==> config.mk <==
export PLATFORM = sky130hd
export DESIGN_NAME = rtc_alarm_flag
export DESIGN_NICKNAME = d
export VERILOG_FILES = /design/src/rtl/rtc_alarm_pkg.sv /design/src/rtl/rtc_field_cmp.sv /design/src/rtl/rtc_match_detect.sv /design/src/rtl/rtc_alarm_flag.sv
export SDC_FILE = /design/constraint.sdc
export NUM_CORES = 1
export LEC_CHECK = 0
export ABC_CLOCK_PERIOD_IN_PS = 2260
export BUFFER_PORTS_ARGS = -buffer_cell sky130_fd_sc_hd__buf_2
export CAP_MARGIN = 20
export CORE_UTILIZATION = 27
export CTS_CLUSTER_DIAMETER = 60
export CTS_CLUSTER_SIZE = 12
export DETAILED_ROUTE_END_ITERATION = 7
export PLACE_DENSITY = 0.85
export SLEW_MARGIN = 30
export SYNTH_ARGS = -nofsm -noshare
export SYNTH_HDL_FRONTEND = slang
export SYNTH_SLANG_ARGS = --single-unit
==> constraint.sdc <==
create_clock -name clk -period 2.26 [get_ports clk]
set_clock_uncertainty 0.1 [all_clocks]
set_input_delay 0.452 -clock clk [delete_from_list [all_inputs] [get_ports clk]]
set_output_delay 0.452 -clock clk [all_outputs]
set_load 0.05 [all_outputs]
==> src/rtl/rtc_alarm_pkg.sv <==
package rtc_alarm_pkg;

    localparam int SS_W     = 8;
    localparam int SEC_W    = 6;
    localparam int MIN_W    = 6;
    localparam int HR_W     = 5;
    localparam int NFIELD   = 4;
    localparam int CTL_W    = 8;
    localparam int FLAG_BIT = 1;
    localparam int TIME_W   = SS_W + SEC_W + MIN_W + HR_W;

    typedef struct packed {
        logic [HR_W-1:0]  hr;
        logic [MIN_W-1:0] mn;
        logic [SEC_W-1:0] sec;
        logic [SS_W-1:0]  ss;
    } rtc_time_t;

    typedef enum logic [1:0] {
        FLD_SS  = 2'd0,
        FLD_SEC = 2'd1,
        FLD_MIN = 2'd2,
        FLD_HR  = 2'd3
    } field_e;

    typedef enum logic [1:0] {
        FLAG_HOLD  = 2'd0,
        FLAG_SET   = 2'd1,
        FLAG_CLEAR = 2'd2
    } flag_op_e;

    function automatic int field_width(input int idx);
        case (idx)
            0:       return SS_W;
            1:       return SEC_W;
            2:       return MIN_W;
            default: return HR_W;
        endcase
    endfunction

    function automatic int field_lsb(input int idx);
        int acc;
        acc = 0;
        for (int k = 0; k < idx; k++) begin
            acc += field_width(k);
        end
        return acc;
    endfunction

    function automatic logic any_enabled(input logic [NFIELD-1:0] en);
        return |en;
    endfunction

endpackage

==> src/rtl/rtc_field_cmp.sv <==
module rtc_field_cmp #(
    parameter int W = 8
) (
    input  logic [W-1:0] cur,
    input  logic [W-1:0] alm,
    input  logic         en,
    output logic         hit
);
    // A disabled field never blocks the overall match.
    always_comb begin
        hit = (!en) || (cur == alm);
    end
endmodule

==> src/rtl/rtc_match_detect.sv <==
module rtc_match_detect
    import rtc_alarm_pkg::*;
(
    input  logic              clk,
    input  logic              rst,
    input  rtc_time_t         now,
    input  rtc_time_t         alm,
    input  logic [NFIELD-1:0] en,
    output logic              match_all,
    output logic              match_rise
);
    logic [TIME_W-1:0] now_vec;
    logic [TIME_W-1:0] alm_vec;
    logic [NFIELD-1:0] hits;
    logic              match_q;

    assign now_vec = now;
    assign alm_vec = alm;

    for (genvar f = 0; f < NFIELD; f++) begin : g_field
        localparam int FW = field_width(f);
        localparam int LO = field_lsb(f);
        rtc_field_cmp #(.W(FW)) u_cmp (
            .cur (now_vec[LO +: FW]),
            .alm (alm_vec[LO +: FW]),
            .en  (en[f]),
            .hit (hits[f])
        );
    end

    always_comb begin
        match_all  = (&hits) && any_enabled(en);
        match_rise = match_all && !match_q;
    end

    always_ff @(posedge clk) begin
        if (rst) begin
            match_q <= 1'b0;
        end else begin
            match_q <= match_all;
        end
    end

    // an onset lasts one cycle; a held match yields no second onset
    p_single_rise_r6: assert property (@(posedge clk) disable iff (rst)
        match_rise |=> !match_rise);

endmodule

==> src/rtl/rtc_alarm_flag.sv <==
module rtc_alarm_flag
    import rtc_alarm_pkg::*;
(
    input  logic              clk,
    input  logic              rst,
    input  logic [SS_W-1:0]   ss_now,
    input  logic [SEC_W-1:0]  sec_now,
    input  logic [MIN_W-1:0]  min_now,
    input  logic [HR_W-1:0]   hr_now,
    input  logic [SS_W-1:0]   ss_alm,
    input  logic [SEC_W-1:0]  sec_alm,
    input  logic [MIN_W-1:0]  min_alm,
    input  logic [HR_W-1:0]   hr_alm,
    input  logic [NFIELD-1:0] cmp_en,
    input  logic              irq_en,
    input  logic              ctl_we,
    input  logic [CTL_W-1:0]  ctl_wdata,
    output logic              alarm_flag,
    output logic              alarm_irq
);
    rtc_time_t now_t;
    rtc_time_t alm_t;
    logic      match_all;
    logic      match_rise;
    logic      sw_clear;
    flag_op_e  flag_op;
    logic      flag_q;

    always_comb begin
        now_t = '{hr: hr_now, mn: min_now, sec: sec_now, ss: ss_now};
        alm_t = '{hr: hr_alm, mn: min_alm, sec: sec_alm, ss: ss_alm};
    end

    rtc_match_detect u_detect (
        .clk        (clk),
        .rst        (rst),
        .now        (now_t),
        .alm        (alm_t),
        .en         (cmp_en),
        .match_all  (match_all),
        .match_rise (match_rise)
    );

    // Software may only write a zero to the flag; a one is discarded.
    assign sw_clear = ctl_we && !ctl_wdata[FLAG_BIT];

    always_comb begin
        if (!any_enabled(cmp_en)) begin
            flag_op = FLAG_CLEAR;
        end else if (match_rise) begin
            flag_op = FLAG_SET;
        end else if (sw_clear) begin
            flag_op = FLAG_CLEAR;
        end else begin
            flag_op = FLAG_HOLD;
        end
    end

    always_ff @(posedge clk) begin
        if (rst) begin
            flag_q <= 1'b0;
        end else begin
            case (flag_op)
                FLAG_SET:   flag_q <= 1'b1;
                FLAG_CLEAR: flag_q <= 1'b0;
                default:    flag_q <= flag_q;
            endcase
        end
    end

    assign alarm_flag = flag_q;
    assign alarm_irq  = flag_q && irq_en;

    // the flag only rises after a match onset
    p_set_on_rise_r1: assert property (@(posedge clk) disable iff (rst)
        $rose(flag_q) |-> $past(match_rise));

    // no request without the enable
    p_irq_needs_en_r3: assert property (@(posedge clk) disable iff (rst)
        alarm_irq |-> irq_en);

    // a zero write with no onset clears the flag
    p_sw_clear_r4: assert property (@(posedge clk) disable iff (rst)
        (sw_clear && !match_rise) |=> !flag_q);

    // nothing but an onset can turn a clear flag on
    p_sw_noset_r4: assert property (@(posedge clk) disable iff (rst)
        (!flag_q && !match_rise) |=> !flag_q);

    // all enables off forces the flag low
    p_all_off_r5: assert property (@(posedge clk) disable iff (rst)
        (cmp_en == '0) |=> !flag_q);

    // an onset beats a same-edge clear
    p_clear_race_r7: assert property (@(posedge clk) disable iff (rst)
        (sw_clear && match_rise) |=> flag_q);

endmodule

# Word-level counts from Yosys, hierarchy flattened

Cells that the tools add are included.

Register bits: 2
Output and inout bits: 2

Eq/ne operators: 6
Muxes and demuxes: 4
Reduce and logical (&&, ||, !) cells: 17

Operators by type and width:

| kind                                                                   | count |
|---|---|
| 6-bit equality test                                                    | 2 |
| 8-bit equality test                                                    | 1 |
| 1-bit logical NOT                                                      | 6 |
| 2-bit 2-to-1 mux                                                       | 3 |
| 5-bit equality test                                                    | 1 |
| 1-bit logical AND                                                      | 4 |
| 1-bit logical OR                                                       | 4 |
| 4-bit AND reduction                                                    | 1 |
| 4-bit OR reduction                                                     | 1 |
| 2-bit by 1-bit equality test with 1-bit output (second input constant) | 1 |
| 2-bit equality test (second input constant)                            | 1 |
| 1-bit case mux with 2 select lines                                     | 1 |
| 2-bit nonzero test                                                     | 1 |

# Logic depth before layout (Yosys ltp)

Depth after elaboration: 9
Mapped depth: 9

# Modules after synthesis

From an unflattened synthesis, not the netlist that was laid out.

Cells, all modules: 50
Area total of the unflattened synthesis: 432.9 µm²

By module, submodules not included:

| module                                         | instances | cells an instance | area each (µm²) | seq. area each (µm²) |
|---|---|---|---|---|
| rtc_field_cmp at u_detect.g_field[1].u_cmp ... | 2         | 8                 | 71.3            | 0.0 |
| rtc_field_cmp at u_detect.g_field[0].u_cmp     | 1         | 11                | 87.6            | 0.0 |
| rtc_alarm_flag                                 | 1         | 10                | 85.1            | 20.0 |
| rtc_match_detect                               | 1         | 6                 | 61.3            | 20.0 |
| rtc_field_cmp at u_detect.g_field[3].u_cmp     | 1         | 7                 | 56.3            | 0.0 |

# Least setup slack after synthesis

OpenSTA, ideal clock, no wires.

Path type: input to register
Start point: in sec_alm[1]
End point: reg flag_q (netlist: alarm_flag)
Library setup time: 65 ps
Arrival: 1,954 ps
Setup slack: 141 ps
Cell stages on the path: 9
Path buffers: 0
Path through: xor2_1 > nor4_2 > a21oi_1 > nand2b_1 > or3_1 > ha_1 > nor2_1 > a21oi_1 > nor2_1

Cells in the longest elaborated chain, start to end: 9
Elaborated cells between the ends (all ways): 11
Those cells by class: 3 x eq/ne; 3 x mux; 5 x reduce/logical

RTL lines:

| element                                                                                      | RTL line               | RTL |
|---|---|---|
| from (decl)                                                                                  | rtc_alarm_flag.sv:11   | `input logic [SEC_W-1:0] sec_alm,` |
| 6-bit equality test (*)                                                                      | rtc_field_cmp.sv:11    | `hit = (!en) \|\| (cur == alm);` |
| 1-bit logical OR (*)                                                                         | rtc_field_cmp.sv:11    |  |
| 4-bit AND reduction (*)                                                                      | rtc_match_detect.sv:32 | `match_all = (&hits) && any_enabled(en);` |
| 1-bit logical AND (*)                                                                        | rtc_match_detect.sv:32 |  |
| 1-bit logical AND (*)                                                                        | rtc_match_detect.sv:33 | `match_rise = match_all && !match_q;` |
| 2-bit 2-to-1 mux (*)                                                                         | rtc_alarm_flag.sv:50   | `end else if (match_rise) begin` |
| 2-bit 2-to-1 mux (*)                                                                         | rtc_alarm_flag.sv:48   | `if (!any_enabled(cmp_en)) begin` |
| 2-bit equality test / 2-bit by 1-bit equality test with 1-bit output (equally long branches) | rtc_alarm_flag.sv:63   | `case (flag_op)` |
| 1-bit case mux with 2 select lines / 2-bit nonzero test (equally long branches)              | n/a                    |  |
| to (signal assigned)                                                                         | rtc_alarm_flag.sv:66   | `default: flag_q <= flag_q;` |
| to (decl)                                                                                    | rtc_alarm_flag.sv:27   | `logic flag_q;` |

Mark *: on every way between the ends. The rest lies on a longest branch, timed or not.
A chain may end at the register's enable or synchronous reset.

# Worst setup path after layout

Ends and elaborated chain as after synthesis.

==> impl_results.md <==
- Hold_buf cts: 0
- Antenna Diode Count: 0
- DP Wirelength: 1.20 mm
- Max Freq: 480 MHz
- CP most frequent cell: a21oi_1
- Sequential share of power: 0.155
- Synth top area share: 0.309
- Async set or reset register ratio after synthesis: 0
- Total global routing overflow: 0
- # rows: 13
- CTS buffer count: 3
- Mapped Nets: 118
- I/O pin cnt: 68
- Die area: 1740 um^2
- RSZ-0062 raised after global routing: no
- RePlAce Congestion: 0.668
- PortBufs: 60
- Antenna violations before repair: 0
- Starting Density: 0.308
- Fin. Hold Viols: 0
- Htree depth: 1
- Final Cell Area: 782 um^2
- DRT Pass-1 Iters: 2
- Via count: 602
- Synth Warn #: 0
- Largest net degree at the start of global routing: 4
- Commonest non-fill, non-tap cells in the layout: buf_2 (60), xnor2_1 (15), xor2_1 (10)
- Reg2reg start: u_detect.match_q$_SDFF_PP0_
- PostCTS Resize Cnt: 0
- Placed inst area: 759 um^2
- Die W: 41.7 um
- Yosys reg bits: 2
- CTS Sinks: 2
- Sw power: 0.0000799 W
- Core region area: 1380 um^2
- Most common cell after layout, fill and taps aside: buf_2
- Synth area leaders: xnor2_1 (31%), xor2_1 (21%), dfxtp_1 (9.4%)
- Nets: 185
- Crit path DAT: 2100 ps
- CP delay by family, top: simple AND/OR/NAND/NOR gates
- Crit path from: sec_alm[1]
- Register area share after synthesis: 0.0941
- All-Layer GR Usage: 0.161
- Crit end category: flip-flop
- Crit path capture: alarm_flag$_SDFFE_PP0P_
- Number of DRC markers in iteration 0: 4
- Worst hold path class: primary input to flip-flop
- Setup bufs post-CTS: 0
- CP required: 2280 ps
- Yosys top cell by area: xnor2_1
- ANT nets after route: 0
- CP Cell Sequence: buf_2, xor2_1, nor4_2, a21oi_1, nand2b_1, or3_1, ha_1, a21oi_1, nor2_1
- Routed WL: 1.27 mm
- Tcrit/Tclk final: 0.922
- EDFF count, synth: 0
- Flop-to-flop setup slack: 890 ps
- Hold depth: 2
- Crit-path max FO: 2
- Setup tns final: 0 ps
- Avg WL per Cell: 9.66 um
- Final setup margin: 175 ps
- CTS root buffer: clkbuf_4
- Max-cap violations: 0
- Vias in the first global route: 627
- First-pass GRT wire length: 2.21 mm
- Worst slew pin tran: 338 ps
- Crit. path cell count: 9
- Slew Viols, Final: 0
- Clock latency at the later pin of the worst-skew pair: 230 ps
- Slew headroom: 0.773
- Ratio of cells with drive above 1 in the final layout: 0.578
- Clock transition at the registers of the reported paths: 30 ps
- Leakage: 0.394 nW
- Worst Reg-to-Reg Cells: 4
- Combinational Power Share: 0.529
- CTS tree: yes
- Area Overhead vs Synth: 83.8%
- Ys flop type: dfxtp_1
- Die span in y: 41.7 um
- # setup viols final: 0
- Place WS: -75.3 ps
- CP max stage delay: 350 ps
- Min Tclk post-route: 2080 ps
- Post-Synthesis Cells: 51
- Avg Vias per Cell: 4.60
- Remaining DRCs: 0
- Peak supply drop: 0.144 mV
- Slowest-stage cell, CP: or3_1
- Longest Clk Path Bufs: 2
- Pint: 0.000171 W
- Worst reg2reg path endpoint: alarm_flag$_SDFFE_PP0P_
- Synthesized area: 425 um^2
- Minimum hold slack: 298 ps
- Yosys cell types: 21
- CP Launch Type: primary input
- Clock share of power: 0.316
- Worst Setup Path Type: primary input to flip-flop
- Sw frac: 0.318
- Status: finished, final reports clean
- Worst Path Buf+Inv: 1
- Syn avg cell area: 8.34 um^2
- Pwr per Cell Area: 321 nW/um^2
[routing by layer]
layer	up-vias	routed length (um)	GRT usage
met1	257	416	0.131
li1	309	-	-
met3	2	107	0.0652
met5	-	0	0
met2	34	719	0.325
met4	0	21	0.0710
[per-stage QoR]
step / utilization / cells / total power, W
finish: 0.566 / 131 / 0.000251
global route: 0.566 / 131 / 0.000271
CTS: 0.566 / 131 / 0.000258
detailed placement: 0.549 / 128 / 0.000174
global placement: 0.549 / 128 / 0.000168
floorplan: - / 51 / 0.000105
[how the worst min path moves through the flow]
stage                       startpoint                       to
5_1_grt                            rst  alarm_flag$_SDFFE_PP0P_
4_1_cts                            rst  alarm_flag$_SDFFE_PP0P_
3_5_place_dp   alarm_flag$_SDFFE_PP0P_  alarm_flag$_SDFFE_PP0P_
2_1_floorplan                      rst  alarm_flag$_SDFFE_PP0P_
6_report                           rst  alarm_flag$_SDFFE_PP0P_
3_3_place_gp   alarm_flag$_SDFFE_PP0P_  alarm_flag$_SDFFE_PP0P_
[power by group through the flow]
stage               registers (W)  logic [W]  clock network [W]
floorplan               0.0000450  0.0000602                  0
detailed placement      0.0000394   0.000134                  0
finish                  0.0000389   0.000133          0.0000794
global placement        0.0000392   0.000129                  0
global route            0.0000391   0.000146          0.0000862
CTS                     0.0000389   0.000134          0.0000843
[cells in the mapped netlist, types with 2 or more instances]
| library cell | instances |
|---|---|
| nor2_1 | 3 |
| a21oi_1 | 2 |
| nand4_1 | 3 |
| dfxtp_1 | 2 |
| nor3_1 | 2 |
| xor2_1 | 10 |
| xnor2_1 | 15 |
[cells by family after synthesis]
| kind of cell | count (synthesis) | synth area share |
|---|---|---|
| simple gates | 17 | 0.238 |
| compound gates | 6 | 0.124 |
| xor+xnor | 25 | 0.515 |
| fa+ha+maj | 1 | 0.0294 |
| flops | 2 | 0.0941 |
[flip-flops by register name, indices dropped and copies added, names as in the netlist]
signal,cells
u_detect.match_q,1
alarm_flag,1
[final cells by class]
| class | instances | area [um^2] |
|---|---|---|
| well taps | 15 | 18.8 |
| flip-flops and latches | 2 | 40.0 |
| multi-input cells | 49 | 385 |
| repair buffers | 62 | 315 |
| fillers | 128 | 601 |
| clock buffers | 3 | 22.5 |
No activity file was read; power rests on OpenSTA's default activity.
